==> src/rtl/cr_pkg.sv <==
package cr_pkg;
    localparam int CR_W    = 32;
    localparam int FLD_W   = 4;
    localparam int NUM_FLD = CR_W / FLD_W;
    localparam int FIDX_W  = $clog2(NUM_FLD);
    localparam int BIDX_W  = $clog2(CR_W);
    localparam int IMM_W   = 16;

    typedef enum logic [2:0] {
        OP_CMP_S = 3'd0,
        OP_CMP_U = 3'd1,
        OP_MOVM  = 3'd2,
        OP_READ  = 3'd3,
        OP_COPY  = 3'd4,
        OP_BITL  = 3'd5
    } cr_op_e;

    typedef enum logic [2:0] {
        LF_AND  = 3'd0,
        LF_OR   = 3'd1,
        LF_NAND = 3'd2,
        LF_XOR  = 3'd3,
        LF_NOR  = 3'd4,
        LF_EQV  = 3'd5,
        LF_ANDC = 3'd6,
        LF_ORC  = 3'd7
    } cr_fn_e;

    typedef struct packed {
        logic lt;
        logic gt;
        logic eq;
        logic so;
    } cr_fld_t;

    // ones over the nibble of field idx (field 0 is the top nibble)
    function automatic logic [CR_W-1:0] fld_mask(input logic [FIDX_W-1:0] idx);
        logic [CR_W-1:0] m;
        m = {{FLD_W{1'b1}}, {(CR_W-FLD_W){1'b0}}};
        return m >> (FLD_W * int'(idx));
    endfunction

    function automatic logic [FLD_W-1:0] fld_get(input logic [CR_W-1:0] cr,
                                                  input logic [FIDX_W-1:0] idx);
        logic [CR_W-1:0] s;
        s = cr >> (FLD_W * (NUM_FLD - 1 - int'(idx)));
        return s[FLD_W-1:0];
    endfunction

    function automatic logic bit_fn(input cr_fn_e fn, input logic a, input logic b);
        case (fn)
            LF_AND:  return a & b;
            LF_OR:   return a | b;
            LF_NAND: return ~(a & b);
            LF_XOR:  return a ^ b;
            LF_NOR:  return ~(a | b);
            LF_EQV:  return ~(a ^ b);
            LF_ANDC: return a & ~b;
            default: return a | ~b;
        endcase
    endfunction
endpackage

==> src/rtl/cr_cmp.sv <==
module cr_cmp
    import cr_pkg::*;
#(
    parameter int DATA_W = CR_W,
    parameter int IW     = IMM_W
) (
    input  logic              is_signed,
    input  logic              use_imm,
    input  logic [DATA_W-1:0] a,
    input  logic [DATA_W-1:0] b,
    input  logic [IW-1:0]     imm,
    input  logic              so,
    output cr_fld_t           res
);
    localparam int EXT_W = DATA_W - IW;

    logic [DATA_W-1:0] rhs;
    logic              less;

    always_comb begin
        if (!use_imm)
            rhs = b;
        else if (is_signed)
            rhs = {{EXT_W{imm[IW-1]}}, imm};
        else
            rhs = {{EXT_W{1'b0}}, imm};
    end

    always_comb begin
        if (is_signed)
            less = $signed(a) < $signed(rhs);
        else
            less = a < rhs;
        res.eq = (a == rhs);
        res.lt = less;
        res.gt = !less && (a != rhs);
        res.so = so;
    end
endmodule

==> src/rtl/cr_bitop.sv <==
module cr_bitop
    import cr_pkg::*;
(
    input  logic [CR_W-1:0]   cr,
    input  cr_fn_e            fn,
    input  logic [BIDX_W-1:0] ba,
    input  logic [BIDX_W-1:0] bb,
    input  logic [BIDX_W-1:0] bt,
    output logic [CR_W-1:0]   cr_new
);
    logic [CR_W-1:0] cr_rev;
    logic            res;

    // big-endian view: cr_rev[i] is condition bit i
    for (genvar i = 0; i < CR_W; i++) begin : g_rev
        assign cr_rev[i] = cr[CR_W-1-i];
    end

    always_comb begin
        res    = bit_fn(fn, cr_rev[ba], cr_rev[bb]);
        cr_new = cr;
        cr_new[(CR_W-1) - int'(bt)] = res;
    end
endmodule

==> src/rtl/cr_unit.sv <==
module cr_unit
    import cr_pkg::*;
(
    input  logic              clk,
    input  logic              rst,
    input  logic              op_valid,
    input  logic [2:0]        op_code,
    input  logic [CR_W-1:0]   opa,
    input  logic [CR_W-1:0]   opb,
    input  logic [IMM_W-1:0]  imm,
    input  logic              use_imm,
    input  logic [FIDX_W-1:0] fld_dst,
    input  logic [FIDX_W-1:0] fld_src,
    input  logic [NUM_FLD-1:0] fxm,
    input  logic [BIDX_W-1:0] bit_a,
    input  logic [BIDX_W-1:0] bit_b,
    input  logic [BIDX_W-1:0] bit_t,
    input  logic [2:0]        logic_fn,
    input  logic              so_in,
    input  logic              sc_valid,
    input  logic              sc_ok,
    output logic [CR_W-1:0]   cr_q,
    output logic [CR_W-1:0]   rd_data
);
    cr_op_e           op;
    cr_fld_t          cmp_res;
    logic [CR_W-1:0]  bit_res;
    logic [CR_W-1:0]  movm_mask;
    logic [CR_W-1:0]  dst_mask;
    logic [FLD_W-1:0] copy_nib;
    logic [CR_W-1:0]  cr_nxt;

    assign op = cr_op_e'(op_code);

    cr_cmp #(.DATA_W(CR_W), .IW(IMM_W)) u_cmp (
        .is_signed (op_code == OP_CMP_S),
        .use_imm   (use_imm),
        .a         (opa),
        .b         (opb),
        .imm       (imm),
        .so        (so_in),
        .res       (cmp_res)
    );

    cr_bitop u_bitop (
        .cr     (cr_q),
        .fn     (cr_fn_e'(logic_fn)),
        .ba     (bit_a),
        .bb     (bit_b),
        .bt     (bit_t),
        .cr_new (bit_res)
    );

    // mask bit i enables physical nibble 4i+3..4i
    for (genvar i = 0; i < NUM_FLD; i++) begin : g_movm
        assign movm_mask[FLD_W*i +: FLD_W] = {FLD_W{fxm[i]}};
    end

    assign dst_mask = fld_mask(fld_dst);
    assign copy_nib = fld_get(cr_q, fld_src);

    always_comb begin
        cr_nxt = cr_q;
        if (op_valid) begin
            case (op)
                OP_CMP_S, OP_CMP_U:
                    cr_nxt = (cr_q & ~dst_mask) | ({NUM_FLD{cmp_res}} & dst_mask);
                OP_MOVM:
                    cr_nxt = (cr_q & ~movm_mask) | (opa & movm_mask);
                OP_COPY:
                    cr_nxt = (cr_q & ~dst_mask) | ({NUM_FLD{copy_nib}} & dst_mask);
                OP_BITL:
                    cr_nxt = bit_res;
                default:
                    cr_nxt = cr_q;
            endcase
        end
        if (sc_valid)
            cr_nxt[CR_W-1 -: FLD_W] = {1'b0, 1'b0, sc_ok, so_in};
    end

    always_ff @(posedge clk) begin
        if (rst) begin
            cr_q    <= '0;
            rd_data <= '0;
        end else begin
            cr_q <= cr_nxt;
            if (op_valid && op == OP_READ)
                rd_data <= cr_q;
        end
    end


    reset_clear_chk: assert property (@(posedge clk)
        $past(rst) |-> (cr_q == '0 && rd_data == '0));


    cmp_onehot_chk: assert property (@(posedge clk) disable iff (rst)
        (op_valid && (op_code == OP_CMP_S || op_code == OP_CMP_U)
         && !(sc_valid && fld_dst == '0))
        |=> ($countones(fld_get(cr_q, $past(fld_dst)) & 4'hE) == 1
             && fld_get(cr_q, $past(fld_dst)) [0] == $past(so_in)));


    sc_field_chk: assert property (@(posedge clk) disable iff (rst)
        sc_valid |=> cr_q[CR_W-1 -: FLD_W] == {2'b00, $past(sc_ok), $past(so_in)});


    read_port_chk: assert property (@(posedge clk) disable iff (rst)
        (op_valid && op_code == OP_READ) |=> rd_data == $past(cr_q));


    idle_hold_chk: assert property (@(posedge clk) disable iff (rst)
        ((!op_valid || op_code == 3'd6 || op_code == 3'd7 || op_code == OP_READ)
         && !sc_valid) |=> $stable(cr_q));


    rd_hold_chk: assert property (@(posedge clk) disable iff (rst)
        !(op_valid && op_code == OP_READ) |=> $stable(rd_data));
endmodule

==> config.mk <==
export PLATFORM = sky130hd
export DESIGN_NAME = cr_unit
export DESIGN_NICKNAME = d
export VERILOG_FILES = /design/src/rtl/cr_pkg.sv /design/src/rtl/cr_cmp.sv /design/src/rtl/cr_bitop.sv /design/src/rtl/cr_unit.sv
export SDC_FILE = /design/constraint.sdc
export NUM_CORES = 1
export LEC_CHECK = 0
export BUFFER_PORTS_ARGS = -buffer_cell sky130_fd_sc_hd__buf_2
export CAP_MARGIN = 15
export CORE_MARGIN = 4
export CORE_UTILIZATION = 35
export DETAILED_ROUTE_END_ITERATION = 7
export HOLD_SLACK_MARGIN = 0.12
export PLACE_DENSITY_LB_ADDON = 0.05
export SYNTH_ARGS = -nofsm -noshare
export SYNTH_HDL_FRONTEND = slang
export SYNTH_SLANG_ARGS = --single-unit
==> constraint.sdc <==
create_clock -name clk -period 6.9 [get_ports clk]
set_input_delay 1.035 -clock clk [delete_from_list [all_inputs] [get_ports clk]]
set_output_delay 1.035 -clock clk [all_outputs]
set_load 0.01 [all_outputs]
[Yosys cells after proc, flatten, opt, wreduce, memory -nomap -nowiden]
Cells that the tools add are included.
Word-level totals
  logic and storage cells: 73
  input port bits: 122
  output and inout port bits: 64
  bits in registers: 64
Operators by class
  bitwise operators: 19
  muxes and demuxes: 14
  equality and inequality tests: 13
  shift operators: 2
  order comparisons: 6
  $add $sub $neg: 2
  reductions and logical operators: 13
Operators by type and width (number)
  $and 32x32->32: 5
  $pmux 32 s4: 1
  $or 32x32->32: 3
  $lt 32x32->1: 2
  $mux 32: 2
  $not 32->32: 2
  $bwmux 32: 1
  $eq 32x32->1: 1
  $ge 32x1->1 const B: 1
  $lt 32x7->1 const B: 1
  $ne 32x32->1: 1
  $shr 32x32->4: 1
  $shr 32x5->32 const A: 1
  $mux 30: 1
  $eq 3x3->1 const B: 5
  $eq 3x2->1 const B: 4
  $lt 5x6->1 const B: 2
  $bmux 1 s5: 2
  $pmux 1 s7: 1
  $eq 3x1->1 const B: 2
  $logic_not 3->1: 2
  $sub 5x5->6 const A: 1
  $demux 1 s5: 1
  $reduce_bool 5->1: 1
  13 further kinds: 25

[Longest topological paths before layout]
Gate-level depths: netlist (run 1).
  depth in word-level cells: 12
  mapped depth: 14
  mapped depth without buffers: 12

[Cells and area by module]
Synthesis (run 1) repeated with hierarchy kept, for this count alone.
Unflattened totals
  cell total of the unflattened synthesis: 774
  area total of the unflattened synthesis: 6159.7 sq um
By module, submodules not included
  cr_unit: instances 1, area each 3743.6 sq um, cells an instance 474, seq. area each 1281.2 sq um
  cr_bitop: instances 1, area each 1400.1 sq um, cells an instance 177, seq. area each 0.0 sq um
  cr_cmp: instances 1, area each 1016.0 sq um, cells an instance 123, seq. area each 0.0 sq um

[Worst setup path before layout (run 1)]
Ideal clock, no wire load.
  path kind: input-to-reg
  start: input port bit_a[1]
  end: register (tool-made name)
  required time: 6.758 ns
  slack: 2.793 ns
  cell stages on the path: 13
  data arrival time: 3.965 ns
  library setup time: 0.142 ns
  buffers on the path: 2
  cell sequence: clkbuf_1 > mux4_2 > mux4_2 > mux2i_1 > inv_1 > ha_1 > mux2_1 > mux2i_1 > or2_1 > buf_2 > nand2_1 > a311oi_1 > a311oi_1
RTL lines
  start: declaration: RTL line cr_unit.sv:15  | input logic [BIDX_W-1:0] bit_a,

==> impl_metrics.tcl, run 1 <==
set metrics [dict create \
    grt_pass1_vias 6451 \
    fin_util_pct 43.63 \
    fin_hold_ws_ns 0.4528 \
    critPathKind "input port to flip-flop" \
    hpwl_um 18960 \
    gp_congestion 0.8780 \
    gr-total-overflow 0 \
    boundaryPins 186 \
    power_density_nw_per_um2 164.9 \
    cp_slowest_cell "mux4_2" \
    std_cell_rows 47 \
    start_util_pct 35.80 \
    fin_nets 1029 \
    status "finished clean" \
    post_cts_resized 0 \
    hold_viol_final 0 \
    avgSynthCellArea_um2 8.166 \
    dr.first_iter.drc_count 550 \
    dpl_cell_area_um2 6934 \
    slew_violations 0 \
    core_area_um2 16580 \
    slowest_delay_ns 0.54 \
    ys_types 64 \
    min_to "rd_data[21]$_SDFFE_PP0P_" \
    ys_async_sr_fraction_pct 0 \
    hold_depth 2 \
    crit_cells 12 \
    n_fill_cell 1716 \
    synth-edff-count 0 \
    max_slew_margin_pct 36.27 \
    grt.total_usage_pct 25.42 \
    postCtsSetupRepairBufs 0 \
    ys_ff_latch 64 \
    clock_path_buffers 2 \
    crit_buf_inv 2 \
    path_max_fanout 11 \
    required_ns 7.13 \
    drive_gt1_share_pct 29.11 \
    finalSetupViolCount 0 \
    via_per_inst 6.005 \
    crit_chain "buf_2, mux4_2, mux4_2, mux2i_1, inv_1, ha_1, mux2_1, mux2i_1, or2_1, and2_1, a311o_1, a21oi_1" \
    yosysWarnings 0 \
    cap_violations 0 \
    period_needed_ns 4.289 \
    cpLargestDelayFamily "multiplexers" \
    setup_ws_ns 2.611 \
    pre_cts_slack_ns 2.260 \
    rr_worst_depth 11 \
    vdd_drop_max_mv 0.1142 \
    r2r_slack_ns 3.08 \
    grt_max_degree 40 \
    worstHoldStart "rd_data[21]$_SDFFE_PP0P_" \
    cts_tree "yes" \
    die_w_um 138.2 \
    post-route-period-util_pct 62.16 \
    grt_setup_unrepaired "no" \
    synth_nets 885 \
    final_cell_area_um2 7236 \
    finClkSkew_ns 0.006286 \
    htreeDepth 3 \
    setup_tns_ns 0 \
    holdBufCountCts 0 \
    first_pass_iters 5 \
    synth-seq-area-share_pct 21.58 \
    max_freq_mhz 233.2 \
    p_leak_nw 3.036 \
    worst-slew-pin-transition_ns 0.9540 \
    drc 0 \
    cts_made_buffers 9 \
    syn-instance-count 727 \
    clock_latency_ns 0.34 \
    finalWirelength_um 25190 \
    die_h_um 138.2 \
    num_vias 6582 \
    clkTransAtPathRegs_ns 0.06 \
    syn_to_final_growth_pct 21.88 \
    antenna_found_initial 0 \
    end_kind "flip-flop" \
    ys.flop_type "dfxtp_1" \
    diodes 0 \
    ant_nets 0 \
    cp_data_arrival_time_ns 4.52 \
    r2r_start "cr_q[29]$_SDFFE_PP0P_" \
    die_area_um2 19110 \
    syn_area_um2 5937 \
    io_buffers 185 \
    holdCritPathClass "flip-flop to flip-flop" \
    root_buffer "clkbuf_16" \
    grt_pass1_wl_um 38140 \
    clock_sinks 64 \
    wl_per_cell_um 22.98 \
    startpoint_type "input port" \
]
## cell families (layout without fill, tap and decap cells)
kind of cell    after synthesis  after routing  share of synthesized area [%]
flops                        64             64                          21.58
compound gates              262            262                          28.47
buf+inv                      66            215                          4.510
mux                          82             82                          19.79
fa+ha+maj                    36             36                          7.587
xor+xnor                      1              1                         0.1476
simple gates                216            216                          17.91
## synth_stat cells, drive strengths merged, types with 2 or more instances
cell,instances,share of area (%)
a31oi,21,2.2
and3,2,0.21
a311o,5,0.84
o211ai,35,4.4
o311a,5,0.84
mux2,3,0.57
inv,9,0.57
or2,5,0.53
clkbuf,33,2.1
o32ai,8,1.6
nor3,7,0.59
a311oi,7,1.0
o31ai,4,0.51
a21o,6,0.76
a21oi,86,7.4
o21ai,65,5.7
nor2b,4,0.42
nand2,88,5.6
nand3,24,2.0
buf,24,1.9
dfxtp,64,22
mux4,28,11
and2,2,0.21
ha,36,7.6
or3b,2,0.30
o311ai,3,0.44
nand2b,12,1.3
and3b,4,0.59
nor3b,6,0.84
a211o,2,0.30
mux2i,51,8.6
a21boi,2,0.25
or4,2,0.32
nor2,42,2.7
nand4,11,1.4
nand3b,3,0.38
o21a,4,0.51
## worst register-to-register path, delay by kind of cell, from the launching register on
family	cells	cell delay (ns)
fa+ha+maj	1	0.21
compound gates	2	0.30
flops	1	0.48
buf+inv	1	0.12
simple gates	2	0.84
mux	5	1.76
## per-layer routing
layer / routed length (um) / track usage (%) / up-vias
li1: - / - / 3076
met1: 10280 / 32.48 / 3161
met2: 12230 / 42.78 / 298
met3: 1808 / 4.696 / 47
met4: 872 / 9.672 / 0
met5: 0 / 0 / -
## how the worst max path moves through the flow
stage	startpoint	end
6_report	bit_a[0]	flip-flop
5_1_grt	bit_a[0]	flip-flop
4_1_cts	bit_a[0]	flip-flop
3_5_place_dp	bit_a[0]	flip-flop
3_3_place_gp	bit_a[0]	flip-flop
2_1_floorplan	bit_a[1]	flip-flop
## stage by stage
stage,cells,power (mW)
floorplan,727,0.6061
global placement,1079,0.7264
detailed placement,1079,0.7331
CTS,1095,1.198
global route,1096,1.248
finish,1096,1.193
## power by group
part	switching, mW	internal, mW
combinational	0.183	0.128
clock	0.184	0.279
sequential	0.0355	0.382
total	0.403	0.790
## placed cells by master, fill, tap and decap left out, types with 3 or more instances in the layout
| cell type | n |
|---|---|
| buf_2 | 185 |
| nand2_1 | 86 |
| a21oi_1 | 85 |
| dfxtp_1 | 64 |
| o21ai_0 | 61 |
| mux2i_1 | 51 |
| nor2_1 | 41 |
| ha_1 | 36 |
| o211ai_1 | 35 |
| mux4_2 | 28 |
| nand3_1 | 24 |
| a31oi_1 | 21 |
| nand2b_1 | 12 |
| nand4_1 | 10 |
| inv_1 | 9 |
| clkbuf_16 | 9 |
| nor3_1 | 7 |
| a311oi_1 | 7 |
| a21o_1 | 6 |
| o311a_1 | 5 |
| nor3b_1 | 5 |
| a311o_1 | 5 |
| o32ai_1 | 5 |
| nor2b_1 | 4 |
| and3b_1 | 4 |
| o21a_1 | 4 |
| o31ai_1 | 4 |
| buf_4 | 4 |
| o21ai_2 | 3 |
| nand3b_1 | 3 |
| or2_2 | 3 |
| o311ai_0 | 3 |
| o32ai_2 | 3 |
| clkinvlp_4 | 3 |
## area by class of cell
| type | instances | area (um2) | share of cell area, % |
|---|---|---|---|
| multi-input cells | 597 | 4388 | 60.64 |
| flip-flops and latches | 64 | 1281 | 17.71 |
| repair buffers | 190 | 967.2 | 13.37 |
| well taps | 220 | 275.3 | 3.804 |
| clock buffers | 11 | 232.7 | 3.216 |
| clock inverters | 5 | 57.56 | 0.7954 |
| inverters | 9 | 33.78 | 0.4669 |
Power figures use the tool's default switching activity.
==> run 2, diff against run 1 <==
Clock period 6.9 ns to 3.8 ns, I/O delays scaled along.
==> impl_metrics.tcl, run 2 (synthesized netlist as in run 1, its figures left out) <==
set metrics [dict create \
    final_cell_mix "buf_2, nand2_1, a21oi_1, dfxtp_1, o21ai_0" \
    layout_commonest_cell "buf_2" \
    start_util_pct 35.80 \
    grt_pass1_vias 6936 \
    cts_made_buffers 9 \
    final-seq-area_um2 1281 \
    diodes 0 \
    final_cell_area_um2 7611 \
    slew_violations 0 \
    cts_tree "yes" \
    clock_latency_ns 0.35 \
    wl_per_cell_um 23.16 \
    grt_max_degree 39 \
    drive_gt1_share_pct 33.05 \
    core_area_um2 16580 \
    gp_congestion 0.9413 \
    boundaryPins 186 \
    dpl_cell_area_um2 7337 \
    clock_sinks 64 \
    max_freq_mhz 282.9 \
    hpwl_um 21030 \
    multi_input_area_um2 4388 \
    ant_nets 0 \
    finalWirelength_um 26540 \
    hold_viol_final 0 \
    required_ns 4.04 \
    via_per_inst 6.043 \
    num_vias 6925 \
    std_cell_rows 47 \
    setup_tns_ns 0 \
    io_buffers 185 \
    worst-slew-pin-transition_ns 0.8784 \
    gr-total-overflow 0 \
    cap_violations 0 \
    die_area_um2 19110 \
    post-route-period-util_pct 93.02 \
    die_w_um 138.2 \
    vdd_drop_max_mv 0.2403 \
    grt_setup_unrepaired "no" \
    period_needed_ns 3.535 \
    n_fill_cell 1704 \
    p_leak_nw 3.305 \
    root_buffer "clkbuf_16" \
    clkTransAtPathRegs_ns 0.06 \
    postCtsSetupRepairBufs 0 \
    clock_path_buffers 2 \
    fin_nets 1080 \
    holdCritPathClass "flip-flop to flip-flop" \
    htreeDepth 3 \
    end_kind "flip-flop" \
    antenna_found_initial 0 \
    first_pass_iters 5 \
    finalSetupViolCount 0 \
    cp_data_arrival_time_ns 3.78 \
    holdBufCountCts 0 \
    drc 0 \
    critPathKind "input port to flip-flop" \
    path_max_fanout 8 \
    die_h_um 138.2 \
    status "finished clean" \
    dr.first_iter.drc_count 677 \
    startpoint_type "input port" \
    grt_pass1_wl_um 40910 \
    grt.total_usage_pct 27.18 \
    max_slew_margin_pct 41.38 \
    syn_to_final_growth_pct 28.20 \
    power_density_nw_per_um2 288.2 \
    post_cts_resized 0 \
    finClkSkew_ns 0.005468 \
]
[run 2: stage by stage]
step	total power, mW	worst slack, ns	std cells	hold WS (ns)	utilization (%)
3_3_place_gp	1.387	0.04148	1131	0.4385	44.24
4_1_cts	2.195	0.3011	1146	0.4514	45.90
5_1_grt	2.293	0.01184	1146	0.4701	45.90
6_report	2.193	0.2652	1146	0.4518	45.90
3_5_place_dp	1.398	-0.04874	1131	0.4438	44.24
2_1_floorplan	1.101	0.1584	727	0.4805	-
[run 2: path summary, 6_finish.rpt]
path                            startpoint  cells past startpoint  slack [ns]                       end
setup / recovery                  bit_b[0]                     13        0.27                 flip-flop
hold / removal    rd_data[20]$_SDFFE_PP0P_                      2        0.45  rd_data[20]$_SDFFE_PP0P_
setup reg to reg                 flip-flop                     12        0.35                 flip-flop
hold reg to reg   rd_data[20]$_SDFFE_PP0P_                      2        0.45  rd_data[20]$_SDFFE_PP0P_
[run 2: final cells by class]
cell class	count	share of cell area [%]
flip-flops and latches	64	16.83
multi-input cells	597	57.65
inverters	9	0.4439
repair buffers	241	17.85
clock buffers	12	3.370
clock inverters	3	0.2301
well taps	220	3.617
[run 2: layer usage]
metal | global-route usage [%] | up-vias | share of wire, %
li1 | - | 3171 | -
met1 | 34.80 | 3345 | 41
met2 | 44.94 | 341 | 48
met3 | 4.489 | 68 | 6.6
met4 | 12.58 | 0 | 4.4
met5 | 0 | - | 0
[run 2: where the power goes]
group,internal [mW],switching [mW]
Clock,0.472,0.328
Combinational,0.280,0.392
Sequential,0.693,0.0288
Total,1.44,0.748
[run 2: worst max-delay path, stage by stage]
cell and delay [ns]:
buf_2 0.24, mux4_2 0.54, mux4_2 0.49, mux2i_1 0.25
inv_1 0.11, ha_1 0.21, xor2_1 0.16, mux2i_1 0.10
or2_1 0.34, and2_1 0.23, buf_4 0.16, a21o_1 0.16
a21oi_1 0.22
